==> config.mk <==
export PLATFORM = sky130hd
export DESIGN_NAME = ftoi_trunc
export DESIGN_NICKNAME = d
export VERILOG_FILES = /design/src/rtl/ftoi_pkg.sv /design/src/rtl/ftoi_ctrl.sv /design/src/rtl/ftoi_dpath.sv /design/src/rtl/ftoi_trunc.sv
export SDC_FILE = /design/constraint.sdc
export NUM_CORES = 1
export LEC_CHECK = 0
export CORE_UTILIZATION = 39
export CTS_BUF_LIST = sky130_fd_sc_hd__clkbuf_4
export DETAILED_ROUTE_END_ITERATION = 8
export PLACE_DENSITY = 0.68
export SLEW_MARGIN = 25
export SYNTH_ARGS = -nofsm -noshare
export SYNTH_HDL_FRONTEND = slang
export SYNTH_SLANG_ARGS = --single-unit
==> constraint.sdc <==
create_clock -name clk -period 0.89 [get_ports clk]
set_clock_uncertainty 0.2 [all_clocks]
set_input_delay 0.089 -clock clk [delete_from_list [all_inputs] [get_ports clk]]
set_output_delay 0.089 -clock clk [all_outputs]
set_load 0.005 [all_outputs]
==> src/rtl/ftoi_pkg.sv <==
package ftoi_pkg;

  typedef enum logic [1:0] {
    CLS_ZERO = 2'd0,
    CLS_NUM  = 2'd1,
    CLS_INF  = 2'd2,
    CLS_NAN  = 2'd3
  } numClass_t;

  // strobes from control to datapath
  typedef struct packed {
    logic load;       // capture a new result
    logic wide;       // 64-bit result width
    logic neg;        // operand is negative
    logic forceZero;  // zero class, result is 0 with no flags
    logic forceSat;   // special class or exponent out of range
  } ctrlStrobe_t;

endpackage

==> src/rtl/ftoi_ctrl.sv <==
module ftoi_ctrl
  import ftoi_pkg::*;
#(
  parameter int INT_W    = 64,
  parameter int NARROW_W = 32,
  parameter int MANT_W   = 66,
  parameter int EXP_W    = 12,
  parameter int SH_W     = 7
) (
  input  logic                    inValid,
  input  logic                    inWide,
  input  logic                    inSign,
  input  logic [1:0]              inClass,
  input  logic signed [EXP_W-1:0] inExp,
  output ctrlStrobe_t             ctrl,
  output logic [SH_W-1:0]         shAmt
);

  localparam int FRAC_W = MANT_W - 1;

  logic signed [EXP_W:0] expExt;
  logic signed [EXP_W:0] expLimit;
  logic signed [EXP_W:0] shDiff;
  logic                  expOver;
  logic                  expNeg;
  logic                  isSpecial;

  always_comb begin
    expExt    = {inExp[EXP_W-1], inExp};
    expLimit  = inWide ? (EXP_W+1)'(INT_W) : (EXP_W+1)'(NARROW_W);
    expOver   = expExt >= expLimit;
    expNeg    = inExp[EXP_W-1];
    isSpecial = (inClass == CLS_INF) || (inClass == CLS_NAN);
    shDiff    = (EXP_W+1)'(FRAC_W) - expExt;
    // a negative exponent shifts everything out, dropping all bits
    shAmt     = expNeg ? SH_W'(MANT_W) : SH_W'(shDiff);
  end

  always_comb begin
    ctrl.load      = inValid;
    ctrl.wide      = inWide;
    ctrl.neg       = inSign;
    ctrl.forceZero = (inClass == CLS_ZERO);
    ctrl.forceSat  = isSpecial || ((inClass == CLS_NUM) && expOver);
  end

endmodule

==> src/rtl/ftoi_dpath.sv <==
module ftoi_dpath
  import ftoi_pkg::*;
#(
  parameter int INT_W    = 64,
  parameter int NARROW_W = 32,
  parameter int MANT_W   = 66,
  parameter int SH_W     = 7
) (
  input  logic              clk,
  input  logic              rstN,
  input  ctrlStrobe_t       ctrl,
  input  logic [SH_W-1:0]   shAmt,
  input  logic [MANT_W-1:0] inMant,
  input  logic              inSticky,
  output logic              outValid,
  output logic [INT_W-1:0]  outData,
  output logic              outInvalid,
  output logic              outInexact
);

  localparam int PAD_W = INT_W - NARROW_W;
  localparam logic [MANT_W-1:0] WIDE_BOUND   = MANT_W'(1) << (INT_W - 1);
  localparam logic [MANT_W-1:0] NARROW_BOUND = MANT_W'(1) << (NARROW_W - 1);
  localparam logic [INT_W-1:0]    WIDE_MAX   = {1'b0, {(INT_W-1){1'b1}}};
  localparam logic [NARROW_W-1:0] NARROW_MAX = {1'b0, {(NARROW_W-1){1'b1}}};

  logic [MANT_W-1:0]   shifted;
  logic [MANT_W-1:0]   dropMask;
  logic [MANT_W-1:0]   magLimit;
  logic                lost;
  logic                magOver;
  logic [INT_W-1:0]    mag;
  logic [INT_W-1:0]    signedVal;
  logic [INT_W-1:0]    sizedVal;
  logic [INT_W-1:0]    satVal;
  logic [NARROW_W-1:0] satNarrow;
  logic                doSat;
  logic [INT_W-1:0]    nextData;
  logic                nextInvalid;
  logic                nextInexact;

  // alignment shift and collection of the bits it drops
  always_comb begin
    shifted  = inMant >> shAmt;
    dropMask = ~({MANT_W{1'b1}} << shAmt);
    lost     = (|(inMant & dropMask)) | inSticky;
  end

  // sign-dependent range check
  always_comb begin
    magLimit = (ctrl.wide ? WIDE_BOUND : NARROW_BOUND) + MANT_W'(ctrl.neg);
    magOver  = shifted >= magLimit;
  end

  // sign application and width selection
  always_comb begin
    mag       = shifted[INT_W-1:0];
    signedVal = ctrl.neg ? (~mag + INT_W'(1)) : mag;
    sizedVal  = ctrl.wide ? signedVal
                          : {{PAD_W{1'b0}}, signedVal[NARROW_W-1:0]};
    satNarrow = NARROW_MAX + NARROW_W'(ctrl.neg);
    satVal    = ctrl.wide ? (WIDE_MAX + INT_W'(ctrl.neg))
                          : {{PAD_W{1'b0}}, satNarrow};
  end

  always_comb begin
    doSat       = ctrl.forceSat || (!ctrl.forceZero && magOver);
    nextInvalid = !ctrl.forceZero && doSat;
    nextInexact = !ctrl.forceZero && !doSat && lost;
    if (ctrl.forceZero) begin
      nextData = '0;
    end else if (doSat) begin
      nextData = satVal;
    end else begin
      nextData = sizedVal;
    end
  end

  always_ff @(posedge clk or negedge rstN) begin
    if (!rstN) begin
      outValid   <= 1'b0;
      outData    <= '0;
      outInvalid <= 1'b0;
      outInexact <= 1'b0;
    end else begin
      outValid <= ctrl.load;
      if (ctrl.load) begin
        outData    <= nextData;
        outInvalid <= nextInvalid;
        outInexact <= nextInexact;
      end
    end
  end

endmodule

==> src/rtl/ftoi_trunc.sv <==
module ftoi_trunc
  import ftoi_pkg::*;
#(
  parameter int INT_W    = 64,
  parameter int NARROW_W = 32,
  parameter int MANT_W   = 66,
  parameter int EXP_W    = 12
) (
  input  logic                    clk,
  input  logic                    rstN,
  input  logic                    inValid,
  input  logic                    inWide,
  input  logic                    inSign,
  input  logic [1:0]              inClass,
  input  logic signed [EXP_W-1:0] inExp,
  input  logic [MANT_W-1:0]       inMant,
  input  logic                    inSticky,
  output logic                    outValid,
  output logic [INT_W-1:0]        outData,
  output logic                    outInvalid,
  output logic                    outInexact
);

  localparam int SH_W = $clog2(MANT_W + 1);

  ctrlStrobe_t     ctrl;
  logic [SH_W-1:0] shAmt;

  ftoi_ctrl #(
    .INT_W(INT_W), .NARROW_W(NARROW_W), .MANT_W(MANT_W),
    .EXP_W(EXP_W), .SH_W(SH_W)
  ) u_ctrl (
    .inValid(inValid),
    .inWide (inWide),
    .inSign (inSign),
    .inClass(inClass),
    .inExp  (inExp),
    .ctrl   (ctrl),
    .shAmt  (shAmt)
  );

  ftoi_dpath #(
    .INT_W(INT_W), .NARROW_W(NARROW_W), .MANT_W(MANT_W), .SH_W(SH_W)
  ) u_dpath (
    .clk       (clk),
    .rstN      (rstN),
    .ctrl      (ctrl),
    .shAmt     (shAmt),
    .inMant    (inMant),
    .inSticky  (inSticky),
    .outValid  (outValid),
    .outData   (outData),
    .outInvalid(outInvalid),
    .outInexact(outInexact)
  );

endmodule

==> results of run 1 <==
-- cell type report --
type                            instances  area, sq um
Timing Repair Buffer                  924         7620
Tap cell                              390          488
Fill cell                            2383         9080
Clock buffer                           11         82.6
Clock inverter                          5         77.6
Multi-Input combinational cell       1313        10300
Inverter                               86          328
Sequential cell                        67         1680
Antenna cell                            3         7.51
-- where the power goes --
part / switching, mW / internal [mW]
Clock: 1.28 / 1.19
Combinational: 8.70 / 7.23
Sequential: 0.246 / 3.43
Total: 10.2 / 11.9
-- path summary, 6_finish.rpt --
path	endpoint	slack [ns]	cells past startpoint
worst max-delay path	u_dpath.outData[39]	-3.36	18
worst min-delay path	u_dpath.outData[51]	-0.09	3
worst max register to register	u_dpath.outInvalid	-0.18	2
worst min register to register	u_dpath.outData[9]	0.34	2
max in group asynchronous	u_dpath.outData[2]	0.26	3
min in group clk	u_dpath.outValid	-0.05	2
-- synthesized netlist by cell type, types with 20 or more instances --
cell	number	area [sq um]
sky130_fd_sc_hd__o221ai_1	22	193
sky130_fd_sc_hd__nand3_1	48	240
sky130_fd_sc_hd__a21oi_1	95	475
sky130_fd_sc_hd__buf_2	45	225
sky130_fd_sc_hd__mux2i_1	74	741
sky130_fd_sc_hd__nand2_1	114	428
sky130_fd_sc_hd__xor2_1	30	263
sky130_fd_sc_hd__clkbuf_1	56	210
sky130_fd_sc_hd__nand2b_1	20	125
sky130_fd_sc_hd__buf_6	29	327
sky130_fd_sc_hd__o21ai_0	118	591
sky130_fd_sc_hd__nor3_1	67	335
sky130_fd_sc_hd__a2bb2oi_1	30	263
sky130_fd_sc_hd__nand4_1	55	344
sky130_fd_sc_hd__dfrtp_1	67	1680
sky130_fd_sc_hd__nor2b_1	42	263
sky130_fd_sc_hd__nor2_1	96	360
sky130_fd_sc_hd__inv_1	84	315
sky130_fd_sc_hd__o22ai_1	69	432
sky130_fd_sc_hd__a22oi_1	42	315
sky130_fd_sc_hd__xnor2_1	27	236
sky130_fd_sc_hd__or3_1	23	144
-- state kept, by name, summed over array words and instances (netlist names) --
| signal | cells |
|---|---|
| u_dpath.outData | 64 |
| u_dpath.outInexact | 1 |
| u_dpath.outInvalid | 1 |
| u_dpath.outValid | 1 |
-- metrics by stage --
stage / hold WS [ns] / utilization (%) / setup TNS, ns
finish: -0.0864 / 69.4 / -242.14
global placement: -0.129 / 62.1 / -304.14
CTS: -0.0887 / 67.5 / -230.80
global route: -0.0721 / 69.4 / -244.85
floorplan: -0.407 / - / -235.78
detailed placement: -0.125 / 62.1 / -301.78
-- cells by family after synthesis --
group           count (synthesis)  synth area share, %
buf+inv                       232                 10.1
mux                            92                 8.81
fa+ha+maj                      10                 1.06
simple gates                  564                 25.9
flops                          67                 14.3
compound gates                588                 35.3
xor+xnor                       59                 4.52
-- worst max-delay path, delay by kind of cell --
kind                   cells  cell delay, ns
AND/OR/NAND/NOR            7            1.60
buffers and inverters      5            1.22
AO/OA/AOI/OAI              5            1.24
multiplexers               1            0.27
-- routing by layer --
layer	wire (microns)	track usage [%]
met1	31700	68.2
met2	32700	72.7
met3	11300	14.7
met4	4270	19.2
met5	9	0
-- what timing repair did --
item	CTS	global route
gates resized for setup	507	86
gates cloned	10	2
endpoints found under the setup margin	133	133
buffers inserted	61	23
pin swaps	65	61
endpoints found under the hold margin	68	20
==> metrics.log, run 1 <==
[metrics] run status: finished, violations left
[metrics] failing checks: negative hold slack, negative setup slack
[metrics] PwrDens: 1070 nW/um^2
[metrics] non-filler instance count after layout: 2799
[metrics] worst-path cell chain: clkdlybuf4s50_1 -> mux2i_1 -> o22ai_1 -> a22oi_1 -> buf_4 -> nor3_1 -> a211oi_4 -> nand3_2 -> or3_1 -> or3_4 -> a221o_1 -> nor3_4 -> buf_6 -> nor2_4 -> buf_6 -> buf_12 -> nor3_4 -> o22ai_1
[metrics] worst voltage drop across the vdd grid: 0.00113 V
[metrics] Placement Cell Area: around 18000 sq um
[metrics] number of vias after detailed routing: 18500
[metrics] mean number of vias per cell: 6.62
[metrics] leakage: 9.24 nW
[metrics] post-DR wirelength/cell: 28.6 microns
[metrics] data required time of the critical path: 1.07 ns
[metrics] overall power: 22.1 mW
[metrics] Async S/R FF share, synth: 100%
[metrics] Post-synth EDFFs: 0
[metrics] total number of placement rows: 63
[metrics] Tightest Hold Check Type: in -> async
[metrics] number of slew-limit violations in the final report: 0
[metrics] Longest Clk Path Bufs: 2
[metrics] Layout area overhead: 74.8%
[metrics] Clock Latency Late Sink: roughly 0.46 ns
[metrics] number of global-route vias before repair: around 17000
[metrics] endpoints failing setup: 133
[metrics] wire length of the first global-routing pass: between 100 and 150 mm
[metrics] part of the Yosys area used for sequential elements: approximately 14%
[metrics] period utilisation layout: 477%
[metrics] Final Wtd Congestion: 1.13
[metrics] arrival time of the worst setup path: 4.42 ns
[metrics] floorplan die area: a little over 30000 sq um
[metrics] die span in x: 176 microns
[metrics] post-synthesis average cell area: 7.30 sq um
[metrics] final critical-path required period: ~4.2 ns
[metrics] flip-flop and latch count after synthesis: 67
[metrics] starting density of the core: 39.7%
[metrics] number of hold violations in the final report: 68
[metrics] Setup WS pre-CTS: -4.55 ns
[metrics] initial antenna violation count: 3
[metrics] maximum fanout along the worst path: 6
[metrics] DP Wirelength: 62.1 mm
[metrics] leading cell type in the layout, fill and taps excluded: sky130_fd_sc_hd__buf_4
[metrics] all-layer global routing usage: 49.8%
[metrics] Main synth FF type: sky130_fd_sc_hd__dfrtp_1
[metrics] TritonCTS clock tree: done
[metrics] type of the worst setup path: in -> reg
[metrics] count of yosys warnings during synthesis: 0
[metrics] Relative slew margins: between 10% and 20%
[metrics] CTS H-tree depth: 3
[metrics] pin count of the biggest net entering global routing: 56
[metrics] DRT iter0 DRCs: 2673
[metrics] count of input and output buffers: between 150 and 200
[metrics] Setup crit end kind: flip-flop
[metrics] number of distinct library cells after synthesis: 109
[metrics] Critical path origin: inMant[64]
[metrics] DRC errors left: 0
[metrics] maximum cell stage delay along the critical path: 0.58 ns
[metrics] Hold Worst Slack: -0.0864 ns
[metrics] total clock sinks: 67
[metrics] beginning of the worst register-to-register path: u_dpath.outInvalid
[metrics] top-level port count: 153
[metrics] total nets after synthesis: between 1500 and 2000
[metrics] cts bufs inserted: 9
[metrics] maximum achievable frequency: 0.235 GHz
[metrics] detailed-route wire length: 80.0 mm
[metrics] root cell of the clock tree: sky130_fd_sc_hd__clkbuf_4
[metrics] clock transition time at the flip-flop clock pins of the worst setup and hold paths: 0.15 ns
[metrics] Design Area, Final: 20600 sq um
[metrics] number of nets with antenna violations after routing: 0
[metrics] post-layout worst setup margin: -3.36 ns
[metrics] Gate Count Post-Synth: 1612
[metrics] cell with the largest stage delay on the worst path: sky130_fd_sc_hd__clkdlybuf4s50_1
[metrics] die height: 176 microns
[metrics] Final Net Count: approximately 2500
[metrics] startpoint types: primary input
[metrics] most frequent cells in the layout: sky130_fd_sc_hd__buf_4 (710), sky130_fd_sc_hd__nand2_1 (106), sky130_fd_sc_hd__o21ai_0 (102), sky130_fd_sc_hd__inv_1 (80), sky130_fd_sc_hd__clkdlybuf4s50_1 (76)
[metrics] worst slew pin tran: roughly 1.2 ns
[metrics] setup repair after global routing missed its margin: yes
[metrics] cell area after synthesis: 11800 sq um
[metrics] # hold bufs at CTS: 1
[metrics] placed cell count: 2689
[metrics] first-pass iteration count of the detailed router: 6
[metrics] Max Cap Violations: 0
[metrics] grt ovf: 0
[metrics] standard cell core area: 29600 sq um
[metrics] layout cell share with drive strength beyond 1: 47.7%
(Power assumes the default switching activity.)
==> inputs of run 2 (changes only) <==
- REMOVE_ABC_BUFFERS: not set -> 1
==> run 2 against run 1 <==
Compared with the run above:
- final cell count increased by 1.3%
- the flow still finishes with violations (negative hold slack, negative setup slack)
- via count grew 0.54%
- critical endpoint is now u_dpath.outData[9]
- die area is the same
- first-iteration DRC count down 6.2%
- clock-buffer cell count shrank 1
==> metrics.log, run 2 (synthesized netlist as in run 1, its figures left out) <==
[metrics] TritonCTS clock tree: done
[metrics] first-pass iteration count of the detailed router: 7 (+1)
[metrics] terminus of the critical flop-to-flop path: u_dpath.outData[44]
[metrics] starting density of the core: 39.7% (unchanged)
[metrics] Longest Clk Path Bufs: 2 (unchanged)
[metrics] Design Area, Final: 20500 sq um (-0.16%)
[metrics] DRT iter0 DRCs: 2508 (-6.2%)
[metrics] data required time of the critical path: 1.05 ns (-0.02 ns)
[metrics] number of vias after detailed routing: 18600 (+0.54%)
[metrics] Critical path origin: inExp[1]
[metrics] Tightest Hold Check Type: in -> reg
[metrics] GRT met3 Usage: 12.3% (-2.4 points)
[metrics] slack of the worst reg-to-reg path: -0.26 ns (-0.08 ns)
[metrics] run status: finished, violations left
[metrics] Final Wtd Congestion: 1.10 (-3.3%)
[metrics] die span in x: 176 microns (unchanged)
[metrics] Setup WS pre-CTS: -4.73 ns (-0.183 ns)
[metrics] Setup Total Neg Slack: -245.52 ns (-3.38 ns)
[metrics] total clock sinks: 67 (unchanged)
[metrics] post-DR wirelength/cell: 27.3 microns (-4.3%)
[metrics] pin count of the biggest net entering global routing: 65 (+16%)
[metrics] maximum fanout along the worst path: 7 (+1)
[metrics] Largest register FFs: 64 (unchanged)
[metrics] Hold Path Origin: inValid
[metrics] worst slew pin tran: 1.12 ns (-0.0885 ns)
[metrics] Hold Worst Slack: -0.169 ns (-0.0822 ns)
[metrics] Max Cap Violations: 0 (unchanged)
[metrics] met1 track demand over resource in global routing: 64.4% (-3.9 points)
[metrics] DRC errors left: 0 (unchanged)
[metrics] total number of placement rows: 63 (unchanged)
[metrics] overall power: 21.5 mW (-2.4%)
[metrics] cell depth of the worst min-delay path: 2
[metrics] Layout Utilization: 69.3% (-0.11 points)
[metrics] leakage: 9.46 nW (+2.3%)
[metrics] CTS H-tree depth: 3 (unchanged)
[metrics] floorplan die area: 30900 sq um (unchanged)
[metrics] # hold bufs at CTS: 6 (+5)
[metrics] most frequent cells in the layout: sky130_fd_sc_hd__buf_4 (733), sky130_fd_sc_hd__nand2_1 (111), sky130_fd_sc_hd__o21ai_0 (108), sky130_fd_sc_hd__nor2_1 (91), sky130_fd_sc_hd__inv_1 (81)
[metrics] failing checks: negative hold slack, negative setup slack
[metrics] count of input and output buffers: 152 (unchanged)
[metrics] PwrDens: 1050 nW/um^2 (-2.3%)
[metrics] number of nets with antenna violations after routing: 0 (unchanged)
[metrics] Antenna diodes: 0 (-3)
[metrics] number of slew-limit violations in the final report: 0 (unchanged)
[metrics] detailed-route wire length: 77.6 mm (-3.0%)
[metrics] met2 Usage GRT: 73.2% (+0.58 points)
[metrics] standard cell core area: 29600 sq um (unchanged)
[metrics] end of the worst hold path: u_dpath.outValid
[metrics] cts bufs inserted: 9 (unchanged)
[metrics] initial antenna violation count: 1 (-2)
[metrics] type of the worst setup path: in -> reg
[metrics] setup repair after global routing missed its margin: yes
[metrics] Relative slew margins: 25.3% (+6.3 points)
[metrics] beginning of the worst register-to-register path: u_dpath.outData[44]
[metrics] worst r2r path cells: 4 (+2)
[metrics] worst voltage drop across the vdd grid: 0.000688 V (-39%)
[metrics] number of hold violations in the final report: 7 (-90%)
[metrics] post-layout worst setup margin: -3.40 ns (-0.0465 ns)
[metrics] Clock Latency Late Sink: 0.44 ns (-0.02 ns)
[metrics] top-level port count: 153 (unchanged)
[metrics] layout cell share with drive strength beyond 1: 45.9% (-1.8 points)
[metrics] endpoints failing setup: 133 (unchanged)
[metrics] Placement Cell Area: 18400 sq um (about the same)
[metrics] wire length of the first global-routing pass: 111 mm (-1.9%)
[metrics] Setup crit end kind: flip-flop
[metrics] mean number of vias per cell: 6.57 (-0.77%)
[metrics] non-filler instance count after layout: 2836 (+1.3%)
[metrics] number of global-route vias before repair: 17500 (+1.7%)
[metrics] die height: 176 microns (unchanged)
[metrics] DP Wirelength: 59.1 mm (-4.8%)
[metrics] leading cell type in the layout, fill and taps excluded: sky130_fd_sc_hd__buf_4
[metrics] busiest metal layer after global routing: met2
[metrics] grt ovf: 0 (unchanged)
[metrics] final critical-path required period: 4.29 ns (+0.0465 ns)
[metrics] arrival time of the worst setup path: 4.45 ns (+0.03 ns)
[metrics] period utilisation layout: 482% (+5.2 points)
[metrics] startpoint types: primary input
[metrics] maximum achievable frequency: 0.233 GHz (-1.1%)
[metrics] root cell of the clock tree: sky130_fd_sc_hd__clkbuf_4
[metrics] clock transition time at the flip-flop clock pins of the worst setup and hold paths: 0.13 ns (-0.02 ns)
[metrics] Layout area overhead: 74.5%
[metrics] count of fill cells added during filler insertion: 2394 (+0.46%)
[metrics] placed cell count: 2688 (-0.037%)
[metrics] all-layer global routing usage: 48.5% (-1.3 points)
[metrics] register containing the most flip-flops in the final layout: u_dpath.outData
[metrics] Final Net Count: 2537 (+1.6%)
[run 2: per-layer routing]
metal,vias to the layer above,routed length (microns)
met1,8968,30100
met3,331,9920
met4,2,4650
met5,-,13
met2,1452,32800
li1,7867,-
[run 2: area by class of cell]
class	count	area, sq um	area share [%]
multi-input combinational	1316	9930	48.4
timing repair buffer	961	7960	38.8
sequential	67	1680	8.17
tap	390	488	2.38
inverter	86	328	1.60
clock buffer	10	75.1	0.366
clock inverter	6	65.1	0.317
[run 2: how the worst max path moves through the flow]
stage                                      to  slack, ns
after floorplan            u_dpath.outData[0]      -5.88
after global placement     u_dpath.outInvalid      -4.56
after detailed placement  u_dpath.outData[43]      -4.73
after CTS                  u_dpath.outData[1]      -3.33
after global routing      u_dpath.outData[39]      -3.49
final                      u_dpath.outData[9]      -3.40
[run 2: what timing repair did]
| item | 4_1_cts | 5_1_grt |
|---|---|---|
| gates resized for setup | 427 | 86 |
| pin swaps | 77 | 47 |
| buffers inserted | 86 | 36 |
| hold endpoints to repair | 74 | 8 |
| gates cloned | 8 | 1 |
| endpoints found under the setup margin | 133 | 185 |
[run 2: report_power, final]
group | switching (mW) | internal [mW] | leakage (nW)
registers | 0.212 | 3.43 | 0.866
clock network | 1.29 | 0.891 | 0.0768
logic | 8.43 | 7.28 | 8.52
[run 2: critical path: stages]
cell                      delay (ns)
sky130_fd_sc_hd__buf_8          0.09
sky130_fd_sc_hd__inv_6          0.04
sky130_fd_sc_hd__ha_4           0.28
sky130_fd_sc_hd__buf_6          0.13
sky130_fd_sc_hd__nor3b_4        0.27
sky130_fd_sc_hd__buf_12         0.18
sky130_fd_sc_hd__buf_4          0.13
sky130_fd_sc_hd__nand2_1        0.07
sky130_fd_sc_hd__nand4_1        0.20
sky130_fd_sc_hd__buf_4          0.17
sky130_fd_sc_hd__nand2_2        0.08
sky130_fd_sc_hd__a221o_1        0.38
sky130_fd_sc_hd__a21o_1         0.18
sky130_fd_sc_hd__or2_1          0.24
sky130_fd_sc_hd__or3_4          0.42
sky130_fd_sc_hd__buf_6          0.14
sky130_fd_sc_hd__nor4_4         0.30
sky130_fd_sc_hd__nor3_4         0.08
sky130_fd_sc_hd__buf_6          0.14
sky130_fd_sc_hd__buf_6          0.11
sky130_fd_sc_hd__o31ai_4        0.22
sky130_fd_sc_hd__buf_6          0.19
sky130_fd_sc_hd__buf_12         0.11
sky130_fd_sc_hd__buf_16         0.12
sky130_fd_sc_hd__o22ai_1        0.07
